--- config.mk ---
export PLATFORM = sky130hd
export DESIGN_NAME = ra_mode_ctrl
export DESIGN_NICKNAME = d
export VERILOG_FILES = /design/src/rtl/ra_pkg.sv /design/src/rtl/ra_miss_tally.sv /design/src/rtl/ra_linger_timer.sv /design/src/rtl/ra_exit_seq.sv /design/src/rtl/ra_mode_ctrl.sv
export SDC_FILE = /design/constraint.sdc
export NUM_CORES = 1
export LEC_CHECK = 0
export BUFFER_PORTS_ARGS = -buffer_cell sky130_fd_sc_hd__buf_4
export CORE_MARGIN = 1.5
export CORE_UTILIZATION = 37
export CTS_CLUSTER_DIAMETER = 150
export DETAILED_ROUTE_END_ITERATION = 7
export GPL_ROUTABILITY_DRIVEN = 0
export PLACE_DENSITY_LB_ADDON = 0.25
export SYNTH_ARGS = -nofsm -noshare
export SYNTH_HDL_FRONTEND = slang
export SYNTH_SLANG_ARGS = --single-unit
--- constraint.sdc ---
create_clock -name clk -period 3.08 [get_ports clk]
set_input_delay 0.77 -clock clk [delete_from_list [all_inputs] [get_ports clk]]
set_output_delay 0.77 -clock clk [all_outputs]
set_load 0.05 [all_outputs]
--- src/rtl/ra_pkg.sv ---
package ra_pkg;
    typedef enum logic [1:0] {
        RA_NORMAL    = 2'd0,
        RA_RUNAHEAD  = 2'd1,
        RA_EXITING   = 2'd2
    } ra_state_e;

    typedef enum logic [1:0] {
        STEP_FLUSH    = 2'd0,
        STEP_RESTORE  = 2'd1,
        STEP_REDIRECT = 2'd2
    } exit_step_e;
endpackage

--- src/rtl/ra_miss_tally.sv ---
module ra_miss_tally #(
    parameter int CW = 4
) (
    input  logic          clk,
    input  logic          rst_n,
    input  logic          clr,
    input  logic          inc,
    output logic [CW-1:0] count
);
    localparam logic [CW-1:0] MAXV = {CW{1'b1}};

    always_ff @(posedge clk or negedge rst_n) begin
        if (!rst_n)
            count <= '0;
        else if (clr)
            count <= '0;
        else if (inc && count != MAXV)
            count <= count + 1'b1;
    end
endmodule

--- src/rtl/ra_linger_timer.sv ---
module ra_linger_timer #(
    parameter int LEAD = 20
) (
    input  logic clk,
    input  logic rst_n,
    input  logic hold,
    input  logic load,
    output logic armed,
    output logic expired
);
    localparam int TW = $clog2(LEAD + 1);
    localparam logic [TW-1:0] START = TW'(LEAD - 1);

    logic [TW-1:0] cnt;

    always_ff @(posedge clk or negedge rst_n) begin
        if (!rst_n) begin
            armed <= 1'b0;
            cnt   <= '0;
        end else if (!hold) begin
            armed <= 1'b0;
            cnt   <= '0;
        end else if (load) begin
            armed <= 1'b1;
            cnt   <= START;
        end else if (armed && cnt != '0) begin
            cnt <= cnt - 1'b1;
        end
    end

    assign expired = armed && (cnt == '0);
endmodule

--- src/rtl/ra_exit_seq.sv ---
module ra_exit_seq
    import ra_pkg::*;
(
    input  logic clk,
    input  logic rst_n,
    input  logic en,
    output logic flush,
    output logic restore,
    output logic redirect,
    output logic last
);
    exit_step_e step;

    always_ff @(posedge clk or negedge rst_n) begin
        if (!rst_n)
            step <= STEP_FLUSH;
        else if (!en)
            step <= STEP_FLUSH;
        else begin
            unique case (step)
                STEP_FLUSH:    step <= STEP_RESTORE;
                STEP_RESTORE:  step <= STEP_REDIRECT;
                STEP_REDIRECT: step <= STEP_FLUSH;
                default:       step <= STEP_FLUSH;
            endcase
        end
    end

    always_comb begin
        flush    = 1'b0;
        restore  = 1'b0;
        redirect = 1'b0;
        if (en) begin
            unique case (step)
                STEP_FLUSH:    flush    = 1'b1;
                STEP_RESTORE:  restore  = 1'b1;
                STEP_REDIRECT: redirect = 1'b1;
                default:       flush    = 1'b0;
            endcase
        end
        last = redirect;
    end
endmodule

--- src/rtl/ra_mode_ctrl.sv ---
module ra_mode_ctrl
    import ra_pkg::*;
#(
    parameter int PCW  = 32,
    parameter int CW   = 4,
    parameter int LEAD = 20
) (
    input  logic           clk,
    input  logic           rst_n,
    input  logic           l2_miss_valid,
    input  logic [PCW-1:0] l2_miss_pc,
    input  logic           fill_warn,
    input  logic           fill_done,
    input  logic [CW-1:0]  miss_thresh,
    input  logic           exc_req,
    input  logic           irq_req,
    output logic           ckpt_save,
    output logic           runahead_active,
    output logic           flush,
    output logic           restore,
    output logic           redirect,
    output logic [PCW-1:0] redirect_pc,
    output logic           exc_take,
    output logic           irq_take
);
    ra_state_e state, state_nx;

    logic [CW-1:0]  miss_cnt;
    logic [PCW-1:0] trig_pc;
    logic           irq_held;
    logic           below;
    logic           in_ra, in_exit, in_norm;
    logic           linger_armed, linger_done, linger_load;
    logic           seq_last;
    logic           tally_clr, tally_inc;

    assign in_norm = (state == RA_NORMAL);
    assign in_ra   = (state == RA_RUNAHEAD);
    assign in_exit = (state == RA_EXITING);
    assign below   = (miss_cnt < miss_thresh);

    assign tally_clr   = in_norm && l2_miss_valid;
    assign tally_inc   = in_ra && l2_miss_valid;
    assign linger_load = in_ra && fill_done && !below;

    ra_miss_tally #(.CW(CW)) u_tally (
        .clk   (clk),
        .rst_n (rst_n),
        .clr   (tally_clr),
        .inc   (tally_inc),
        .count (miss_cnt)
    );

    ra_linger_timer #(.LEAD(LEAD)) u_linger (
        .clk     (clk),
        .rst_n   (rst_n),
        .hold    (in_ra),
        .load    (linger_load),
        .armed   (linger_armed),
        .expired (linger_done)
    );

    ra_exit_seq u_seq (
        .clk      (clk),
        .rst_n    (rst_n),
        .en       (in_exit),
        .flush    (flush),
        .restore  (restore),
        .redirect (redirect),
        .last     (seq_last)
    );

    // state register
    always_ff @(posedge clk or negedge rst_n) begin
        if (!rst_n)
            state <= RA_NORMAL;
        else
            state <= state_nx;
    end

    // next state
    always_comb begin
        state_nx = state;
        unique case (state)
            RA_NORMAL:
                if (l2_miss_valid) state_nx = RA_RUNAHEAD;
            RA_RUNAHEAD:
                if (((fill_warn || fill_done) && below) ||
                    (linger_armed && linger_done))
                    state_nx = RA_EXITING;
            RA_EXITING:
                if (seq_last) state_nx = RA_NORMAL;
            default:
                state_nx = RA_NORMAL;
        endcase
    end

    // checkpoint PC and held interrupt
    always_ff @(posedge clk or negedge rst_n) begin
        if (!rst_n) begin
            trig_pc  <= '0;
            irq_held <= 1'b0;
        end else begin
            if (in_norm && l2_miss_valid)
                trig_pc <= l2_miss_pc;
            if (in_norm)
                irq_held <= 1'b0;
            else if (irq_req)
                irq_held <= 1'b1;
        end
    end

    // outputs
    always_comb begin
        ckpt_save       = in_norm && l2_miss_valid;
        runahead_active = !in_norm;
        redirect_pc     = trig_pc;
        exc_take        = in_norm && exc_req;
        irq_take        = in_norm && (irq_req || irq_held);
    end
endmodule

# Yosys cells after proc, flatten, opt, wreduce, memory -nomap -nowiden
# Index checks and enable logic that the tools add are counted.
[word_totals] ff_bits=47 latchBits=0 mem_bits_rw=0 rom_bits=0 in_bits=43 output_inout_bits=39 mem_count=0
[op_classes] n_addsub=2 n_mul=0 n_div=0 n_lt_le_gt_ge=1 n_eq_ne=10 shifts=0 muxes=21 bitwise_logic=0 n_reduce_logical=23
[ops] op="$mux 5" n=3
[ops] op="$logic_and 1x1->1" n=11
[ops] op="$mux 1" n=10
[ops] op="$mux 2" n=4
[ops] op="$mux 4" n=2
[ops] op="$pmux 2 s3" n=1
[ops] op="$logic_not 5->1" n=1
[ops] op="$reduce_bool 5->1" n=1
[ops] op="$sub 5x1->5 const B" n=1
[ops] op="$add 4x1->4 const B" n=1
[ops] op="$eq 2x1->1 const B" n=2
[ops] op="$eq 2x2->1 const B" n=2
[ops] op="$logic_not 2->1" n=2
[ops] op="$lt 4x4->1" n=1
[ops] op="$ne 2x1->1 const B" n=2
[ops] op="$ne 2x2->1 const B" n=2
[ops] op="$ne 4x4->1 const B" n=1
[ops] op="$pmux 2 s2" n=1
[ops] op="$reduce_bool 2->1" n=2
[ops] op="$logic_or 1x1->1" n=3
[ops] op="$ne 3x1->1 const B" n=1
[ops] op="$reduce_and 3->1" n=1
[ops] op="$logic_not 1->1" n=2

# Longest topological paths before layout
# Gate-level depths: netlist of run 1.
[logic_depth] word_depth=6 depth_mapped=6 depth_no_buf=6

# Cells and area by module
# From an unflattened synthesis of run 1, not the netlist that was laid out.
[unflattened] hier_cells=157 area_unflattened_um2=2223.4
[by_module_without_submodules] mod="ra_mode_ctrl" n_inst=1 cells_each=99 area_each_um2=1577.8
[by_module_without_submodules] mod="ra_linger_timer" n_inst=1 cells_each=32 area_each_um2=329.1
[by_module_without_submodules] mod="ra_miss_tally" n_inst=1 cells_each=20 area_each_um2=229.0
[by_module_without_submodules] mod="ra_exit_seq" n_inst=1 cells_each=6 area_each_um2=87.6

# Worst setup path before layout of run 1
# OpenSTA, ideal clock, no wires.
[synth_timing] path_kind="register to output" startpoint="reg state[0]" endpoint="out restore" t_arrival_ns=1.778 t_required_ns=2.310 setup_slack_ns=0.532 stages_incl_launch_ff=3 n_path_buf=0 path_cell_list="dfrtp_1 -> nand2b_1 -> nor3b_1"
[synth_via] elab_chain_cells=2
[synth_rtl] item="start, declared" line_no="ra_mode_ctrl.sv:26" text="ra_state_e state, state_nx;"
[synth_rtl] item="start signal, assigned" line_no="ra_mode_ctrl.sv:78" text="state <= state_nx;"
[synth_rtl] item="$eq 2x2->1" line_no="ra_mode_ctrl.sv:39" text="assign in_exit = (state == RA_EXITING);"
[synth_rtl] item="$mux 1" line_no="ra_exit_seq.sv:33" text="if (en) begin"
[synth_rtl] item="end, declared" line_no="ra_mode_ctrl.sv:20" text="output logic restore,"
# Every way passes these cells.

# Worst setup path in the final report of run 1
# Same ends and word-level chain as after synthesis.

==> results of run 1 <==
[metal layers]
metal / up-vias / wire length, microns / GRT usage (%)
li1: 683 / - / -
met1: 674 / 1710 / 17.8
met4: 0 / 15 / 4.26
met5: - / 0 / 0
met2: 53 / 1870 / 23.8
met3: 2 / 346 / 6.55
[through the flow]
stage	total power [W]	utilization, %	hold slack (ns)	instances
3_3_place_gp	0.00287	51.7	0.455	297
6_report	0.00331	54.0	0.467	305
4_1_cts	0.00336	54.0	0.473	305
2_1_floorplan	0.00234	-	0.447	150
3_5_place_dp	0.00288	51.7	0.462	297
5_1_grt	0.00348	54.0	0.515	305
[critical path: stages, from the launching register on]
cell	delay [ns]
dfrtp_1	0.40
nand2b_1	0.21
nor3b_1	0.29
buf_4	0.25
[area by class of cell]
class	count	area, sq um
timing repair buffer	82	616
sequential	47	1180
clock inverter	2	35.0
inverter	6	22.5
fill	456	2380
multi-input combinational	92	773
tap	70	87.6
clock buffer	6	82.6
[logic make-up after synthesis]
family                   count (synthesis)  synth area share (%)
XOR/XNOR                                 5                  2.18
adder cells (fa/ha/maj)                  5                  3.11
buffers and inverters                   11                  3.23
AO/OA/AOI/OAI                           11                  3.85
flip-flops                              47                  58.4
AND/OR/NAND/NOR                         37                  10.1
multiplexers                            34                  19.1
[sequential cells by signal, indices dropped and copies added, names as in the netlist]
signal and count:
u_tally.count 4, irq_held 1, u_linger.cnt 5, u_linger.armed 1, redirect_pc 32, state 2, u_seq.step 2
[cells in the mapped netlist (all sizes together) (2+ instances only)]
| library cell | number | area, sq um |
|---|---|---|
| inv | 6 | 22.5 |
| mux2 | 33 | 375 |
| nor2b | 3 | 18.8 |
| dfrtp | 47 | 1180 |
| nor2 | 10 | 37.5 |
| nand2 | 5 | 21.3 |
| and2 | 3 | 18.8 |
| buf | 4 | 38.8 |
| nand3 | 5 | 25.0 |
| nand2b | 2 | 12.5 |
| xor2 | 3 | 26.3 |
| a21oi | 2 | 10.0 |
| xnor2 | 2 | 17.5 |
| ha | 5 | 62.6 |
| nand4 | 2 | 12.5 |
| o21ai | 3 | 22.5 |
| nor3b | 3 | 22.5 |
[how the worst max path moves through the flow]
stage,from,end
2_1_floorplan,state[0]$_DFFE_PN0P_,restore
3_3_place_gp,l2_miss_valid,ckpt_save
3_5_place_dp,l2_miss_valid,ckpt_save
4_1_cts,state[0]$_DFFE_PN0P_,restore
5_1_grt,state[0]$_DFFE_PN0P_,restore
6_report,state[0]$_DFFE_PN0P_,restore
[power by group]
group | leakage (nW) | switching (W) | internal [W] | total (W)
Sequential | 0.578 | 0.000138 | 0.000874 | 0.00101
Combinational | 0.724 | 0.00122 | 0.000624 | 0.00184
Clock | 0.0612 | 0.000196 | 0.000263 | 0.000458
Total | 1.36 | 0.00155 | 0.00176 | 0.00331
==> flow_metrics.tcl, run 1 <==
set metrics [dict create \
    status "finished clean" \
    finalCritPeriodShare_pct 72.2 \
    power_density_mw_per_mm2 1190 \
    fin_tns_setup_ns 0 \
    drt_iter0_drc 62 \
    drt-total-wl_microns 3940 \
    ys_ff_latch 47 \
    critPathKind "register to output port" \
    start_util_pct 38.9 \
    worstMarginPinSlew_ns 0.589 \
    max-slew-margin-rel_pct 60.7 \
    syn_area_sq_mm 0.00201 \
    dieWidth_microns 76.8 \
    drtPass1Iterations 3 \
    fin_skew_ns 0.00909 \
    setup_viol 0 \
    cts_buffers 5 \
    die_y_microns 76.8 \
    diodes 0 \
    fmax_mhz 450 \
    cts_buffer_depth 2 \
    arrival_ns 1.45 \
    required_ns 2.31 \
    leakage_nw 1.36 \
    vias 1412 \
    synthArstFlopShare_pct 100 \
    io_buffers 81 \
    clk_pin_slew_ns 0.08 \
    hpwl_microns 2880 \
    syn_avg_cell_area_sq_um 13.4 \
    clkLatencyLatePin_ns 0.29 \
    yosys.cell_types.count 33 \
    yosys_warnings 0 \
    r2r-end "redirect_pc[12]$_DFFE_PN0P_" \
    layout_commonest_cell "buf_4" \
    rr_startpoint "state[1]$_DFFE_PN0P_" \
    synth_edf_count 0 \
    drc 0 \
    end_kind "output port" \
    antenna_found_initial 0 \
    stdcell_area_sq_mm 0.00279 \
    place_area_sq_mm 0.00268 \
    cp-start-kind "register" \
    hold_path.class "input port to async pin" \
    post_cts_resized 0 \
    ctsHoldBuffers 0 \
    hold_viol_final 0 \
    grt_usage_pct 14.8 \
    cts_max_level 2 \
    postCtsSetupRepairBufs 0 \
    synth_cells 150 \
    die-area_sq_mm 0.00589 \
    reg2reg_depth 4 \
    slew_viol_final 0 \
    grt_max_degree 48 \
    nets 282 \
    synth_seq_area_share_pct 58.4 \
    gr-total-overflow 0 \
    via_per_inst 4.63 \
    ir_drop_mv 0.594 \
    pre_cts_ws_ns 1.07 \
    cts_tree "built" \
    syn_nets 198 \
    io_pins 82 \
    rows 26 \
    critPathMaxFanout 4 \
    cap_violations 0 \
    grt_pass1_wl_microns 6940 \
    wl_per_cell_microns 12.9 \
    min_period_ns 2.22 \
    grt_pass1_vias 1520 \
    cts_root_buf "clkbuf_8" \
    areaGrowthSynthToFinish_pct 38.7 \
    setup_ws_ns 0.857 \
    regToRegSetupSlack_ns 1.24 \
    rsz0062_at_grt "false" \
    ant_nets 0 \
    drive_gt1_share_pct 54.5 \
    final_cell_mix "82 x buf_4, 47 x dfrtp_1, 32 x mux2_2" \
    yosys_most_used_dff "dfrtp_1" \
    cts_sinks 47 \
    fp.coreArea_sq_mm 0.00517 \
]
(Power assumes the default switching activity.)
==> run 2, diff against run 1 <==
clock period = 1.8 ns   (was 3.08 ns; I/O delays follow)
==> run 2 against run 1 <==
  * Via count up 4.0%
  * Worst setup slack got worse by 0.82 ns
  * Non-clock buffer count up 5
  * Count of clock-buffer cells in the layout did not move
==> flow_metrics.tcl, run 2 (same netlist as run 1, synthesis figures left out) <==
set metrics [dict create \
    status "finished clean" \
    drtPass1Iterations 4 \
    fin_skew_ns 0.0104 \
    antenna_found_initial 0 \
    rows 26 \
    nets 287 \
    grt_pass1_wl_microns 7420 \
    cp-start-kind "register" \
    path_cells "nand2b_4, nor3b_4, buf_6" \
    cts_root_buf "clkbuf_8" \
    cts_max_level 2 \
    layout_commonest_cell "buf_4" \
    areaGrowthSynthToFinish_pct 46.2 \
    hold_path.class "input port to async pin" \
    clkLatencyLatePin_ns 0.30 \
    critPathKind "register to output port" \
    fmax_mhz 566 \
    via_per_inst 4.74 \
    ant_nets 0 \
    cap_violations 0 \
    power_density_mw_per_mm2 2050 \
    cts_buffers 5 \
    diodes 0 \
    p_total_w 0.00603 \
    die_y_microns 76.8 \
    cts_tree "built" \
    drive_gt1_share_pct 59.2 \
    end_kind "output port" \
    dieWidth_microns 76.8 \
    drt-total-wl_microns 4190 \
    crit_path_top_delay_cell "dfrtp_1" \
    gr-total-overflow 0 \
    setup_viol 0 \
    final_cells 310 \
    grt_pass1_vias 1594 \
    worstMarginPinSlew_ns 0.595 \
    cts_sinks 47 \
    max-slew-margin-rel_pct 60.3 \
    ir_drop_mv 1.13 \
    io_pins 82 \
    hpwl_microns 3050 \
    setup_ws_ns 0.0335 \
    critPathBufInv 1 \
    rsz0062_at_grt "true" \
    cts_buffer_depth 2 \
    die-area_sq_mm 0.00589 \
    io_buffers 81 \
    final_cell_mix "80 x buf_4, 46 x dfrtp_1, 32 x mux2_2" \
    arrival_ns 1.32 \
    critPathMaxFanout 4 \
    leakage_nw 1.43 \
    finalCritPeriodShare_pct 98.1 \
    start_util_pct 38.9 \
    pre_cts_ws_ns 0.0707 \
    cpPeakStageDelay_ns 0.43 \
    grt_max_degree 48 \
    vias 1469 \
    clk_pin_slew_ns 0.08 \
    drc 0 \
    fin_tns_setup_ns 0 \
    wl_per_cell_microns 13.5 \
    dpl.cell_count 300 \
    slew_viol_final 0 \
    largest_register_ff_count 32 \
    grt_usage_pct 15.8 \
    drt_iter0_drc 47 \
    nFillCells 461 \
    fp.coreArea_sq_mm 0.00517 \
    required_ns 1.35 \
    path_delay_family "flip-flops" \
    min_period_ns 1.77 \
    hold_viol_final 0 \
]
-- run 2: changes by cell type in the layout (fill, tap and decap cells not counted), sizes merged --
cell,previous run,this run
buf,82,87
bufinv,1,2
clkinv,1,0
-- run 2: what timing repair did --
item                                    4_1_cts  5_1_grt
hold buffers                                  0        0
endpoints found under the setup margin        4        7
resized for setup                             7       15
pin swaps                                     3        3
setup buffers                                 1        1
-- run 2: stage by stage --
step	utilization [%]	hold WS (ns)	area [sq um]
5_1_grt	56.9	0.209	2940
3_5_place_dp	52.6	0.465	2720
3_3_place_gp	52.6	0.464	2720
6_report	56.9	0.143	2940
4_1_cts	55.8	0.174	2890
2_1_floorplan	-	0.154	2030
-- run 2: metal layers --
| layer | track usage [%] | wire (microns) | part of all wire (%) |
|---|---|---|---|
| met1 | 20.3 | 1760 | 42 |
| met2 | 25.5 | 2070 | 49 |
| met3 | 4.76 | 298 | 7.1 |
| met4 | 5.00 | 56 | 1.3 |
| met5 | 0 | 0 | 0 |
-- run 2: final timing paths --
check	from	to	slack [ns]	cells after the start
setup / recovery	state[0]$_DFFE_PN0P_	restore	0.03	3
hold / removal	rst_n	redirect_pc[1]$_DFFE_PN0P_	0.14	1
setup reg to reg	u_linger.cnt[1]$_DFFE_PN0P_	u_linger.cnt[1]$_DFFE_PN0P_	0.09	6
hold reg to reg	u_seq.step[1]$_DFF_PN0_	u_seq.step[0]$_DFF_PN0_	0.49	1
max in group asynchronous	rst_n	state[1]$_DFFE_PN0P_	1.20	1
min in group clk	l2_miss_pc[10]	redirect_pc[10]$_DFFE_PN0P_	0.38	2
-- run 2: final cells by class --
type	count	area, sq um	share of cell area (%)
Tap cell	70	87.6	2.97
Clock inverter	2	60.1	2.04
Timing Repair Buffer	87	688	23.4
Clock buffer	6	72.6	2.46
Inverter	6	25.0	0.850
Sequential cell	47	1180	40.0
Multi-Input combinational cell	92	833	28.3
-- run 2: report_power, final --
part | total (W) | switching, W | internal, W
clock network | 0.000900 | 0.000345 | 0.000555
logic | 0.00337 | 0.00215 | 0.00122
registers | 0.00176 | 0.000262 | 0.00150
total | 0.00603 | 0.00276 | 0.00328
==> run 3, diff against run 2 <==
CTS_BUF_LIST = sky130_fd_sc_hd__clkbuf_4   (was not set)
==> run 3 against run 2 <==
  * The run now ends with negative setup slack left
  * Combinational power barely moved
  * Design area rose by 0.13%
  * Critical path type unchanged
  * Worst setup slack got worse by 0.054 ns
  * Register-to-register slack improved by 0.03 ns
==> flow_metrics.tcl, run 3 (same netlist as run 1, synthesis figures left out) <==
set metrics [dict create \
    status "complete, but fails checks" \
    violations "negative setup slack" \
    grt_pass1_vias 1612 \
    grt_pass1_wl_microns 7430 \
    end_kind "output port" \
    vias 1502 \
    cts_root_buf "clkbuf_4" \
    rows 26 \
    critPathMaxFanout 4 \
    die_y_microns 76.8 \
    cts_tree "built" \
    setup_viol 3 \
    rsz0062_at_grt "true" \
    path_delay_family "flip-flops" \
    cpPeakStageDelay_ns 0.44 \
    cts_sinks 47 \
    diodes 0 \
    cap_violations 0 \
    final_cell_mix "83 x buf_4, 44 x dfrtp_1, 32 x mux2_2" \
    via_per_inst 4.80 \
    worstMarginPinSlew_ns 0.590 \
    hold_path.class "input port to async pin" \
    finalCritPeriodShare_pct 101 \
    io_pins 82 \
    layout_commonest_cell "buf_4" \
    critPathBufInv 3 \
    areaGrowthSynthToFinish_pct 46.4 \
    nFillCells 446 \
    required_ns 1.35 \
    critPathKind "register to output port" \
    grt_max_degree 48 \
    clkLatencyLatePin_ns 0.36 \
    start_util_pct 38.9 \
    arrival_ns 1.37 \
    die-area_sq_mm 0.00589 \
    ant_nets 0 \
    leakage_nw 1.43 \
    clk_pin_slew_ns 0.13 \
    drt_iter0_drc 47 \
    power_density_mw_per_mm2 2010 \
    drt-total-wl_microns 4170 \
    setup_ws_ns -0.0203 \
    place_area_sq_mm 0.00272 \
    cts_max_level 2 \
    gr-total-overflow 0 \
    crit_path_top_delay_cell "dfrtp_2" \
    cts_buffers 5 \
    ir_drop_mv 1.09 \
    dieWidth_microns 76.8 \
    drtPass1Iterations 4 \
    stdcell_area_sq_mm 0.00295 \
    io_buffers 81 \
    fmax_mhz 549 \
    path_cells "nor2_2, buf_4, inv_2, nor2_2, buf_6" \
    hold_viol_final 0 \
    drive_gt1_share_pct 62.1 \
    max-slew-margin-rel_pct 60.6 \
    grt_usage_pct 15.7 \
    largest_register_ff_count 32 \
    drc 0 \
    fin_skew_ns 0.0143 \
    cts_buffer_depth 2 \
    min_period_ns 1.82 \
    fin_util_pct 57.0 \
    antenna_found_initial 0 \
    cp-start-kind "register" \
    regToRegSetupSlack_ns 0.12 \
    hpwl_microns 3050 \
    crit_top_cell "nor2_2" \
    fp.coreArea_sq_mm 0.00517 \
    wl_per_cell_microns 13.3 \
    slew_viol_final 0 \
    nets 290 \
]
[run 3: changes by cell type in the layout (fill, tap and decap cells not counted), sizes merged]
cell	change
buf	+3
[run 3: repair_timing]
item / 4_1_cts / 5_1_grt
gates cloned: 0 / 0
pin swaps: 4 / 2
buffers inserted: 4 / 1
resized for setup: 15 / 11
endpoints found under the setup margin: 7 / 8
hold buffers: 0 / 0
[run 3: area by class of cell]
cell class	count	area, sq um	area share (%)
Multi-Input combinational cell	92	838	28.4
Sequential cell	47	1180	40.0
Inverter	6	22.5	0.764
Timing Repair Buffer	90	714	24.2
Clock inverter	2	60.1	2.04
Tap cell	70	87.6	2.97
Clock buffer	6	45.0	1.53
[run 3: path summary, 6_finish.rpt]
| check | start | to | cells past startpoint |
|---|---|---|---|
| max in group asynchronous | rst_n | state[1]$_DFFE_PN0P_ | 1 |
| max | state[1]$_DFFE_PN0P_ | irq_take | 5 |
| max reg2reg | u_linger.cnt[0]$_DFFE_PN0P_ | u_linger.cnt[1]$_DFFE_PN0P_ | 6 |
| min in group clk | l2_miss_pc[10] | redirect_pc[10]$_DFFE_PN0P_ | 2 |
| min reg2reg | irq_held$_DFFE_PN0P_ | irq_held$_DFFE_PN0P_ | 2 |
| min | rst_n | redirect_pc[1]$_DFFE_PN0P_ | 1 |
[run 3: through the flow]
| stage | power, W | std cells | hold slack [ns] | setup WS, ns | setup TNS, ns |
|---|---|---|---|---|---|
| 4_1_cts | 0.00595 | 312 | 0.0897 | -0.0543 | -0.132 |
| 6_report | 0.00594 | 313 | 0.0757 | -0.0203 | -0.0367 |
| 3_3_place_gp | 0.00499 | 300 | 0.464 | 0.118 | 0 |
| 5_1_grt | 0.00624 | 313 | 0.118 | -0.108 | -0.483 |
| 3_5_place_dp | 0.00502 | 300 | 0.465 | 0.0707 | 0 |
| 2_1_floorplan | 0.00403 | 150 | 0.154 | 0.0413 | 0 |
[run 3: worst reg2reg max path: stages, from the launching register on]
cell	delay, ns
dfrtp_1	0.41
inv_2	0.09
ha_4	0.14
or4b_4	0.48
nand2_4	0.11
mux2_4	0.30
o21ai_2	0.10
[run 3: layer usage]
metal | part of all wire (%) | routed length, microns | track usage (%) | vias up
li1 | - | - | - | 705
met1 | 43 | 1780 | 19.6 | 737
met2 | 49 | 2040 | 26.1 | 54
met3 | 7.2 | 300 | 4.76 | 6
met4 | 1.4 | 57 | 5.00 | 0
met5 | 0 | 0 | 0 | -
[run 3: power by group]
group	internal [W]	switching [W]
Combinational	0.00125	0.00215
Clock	0.000449	0.000329
Sequential	0.00150	0.000261
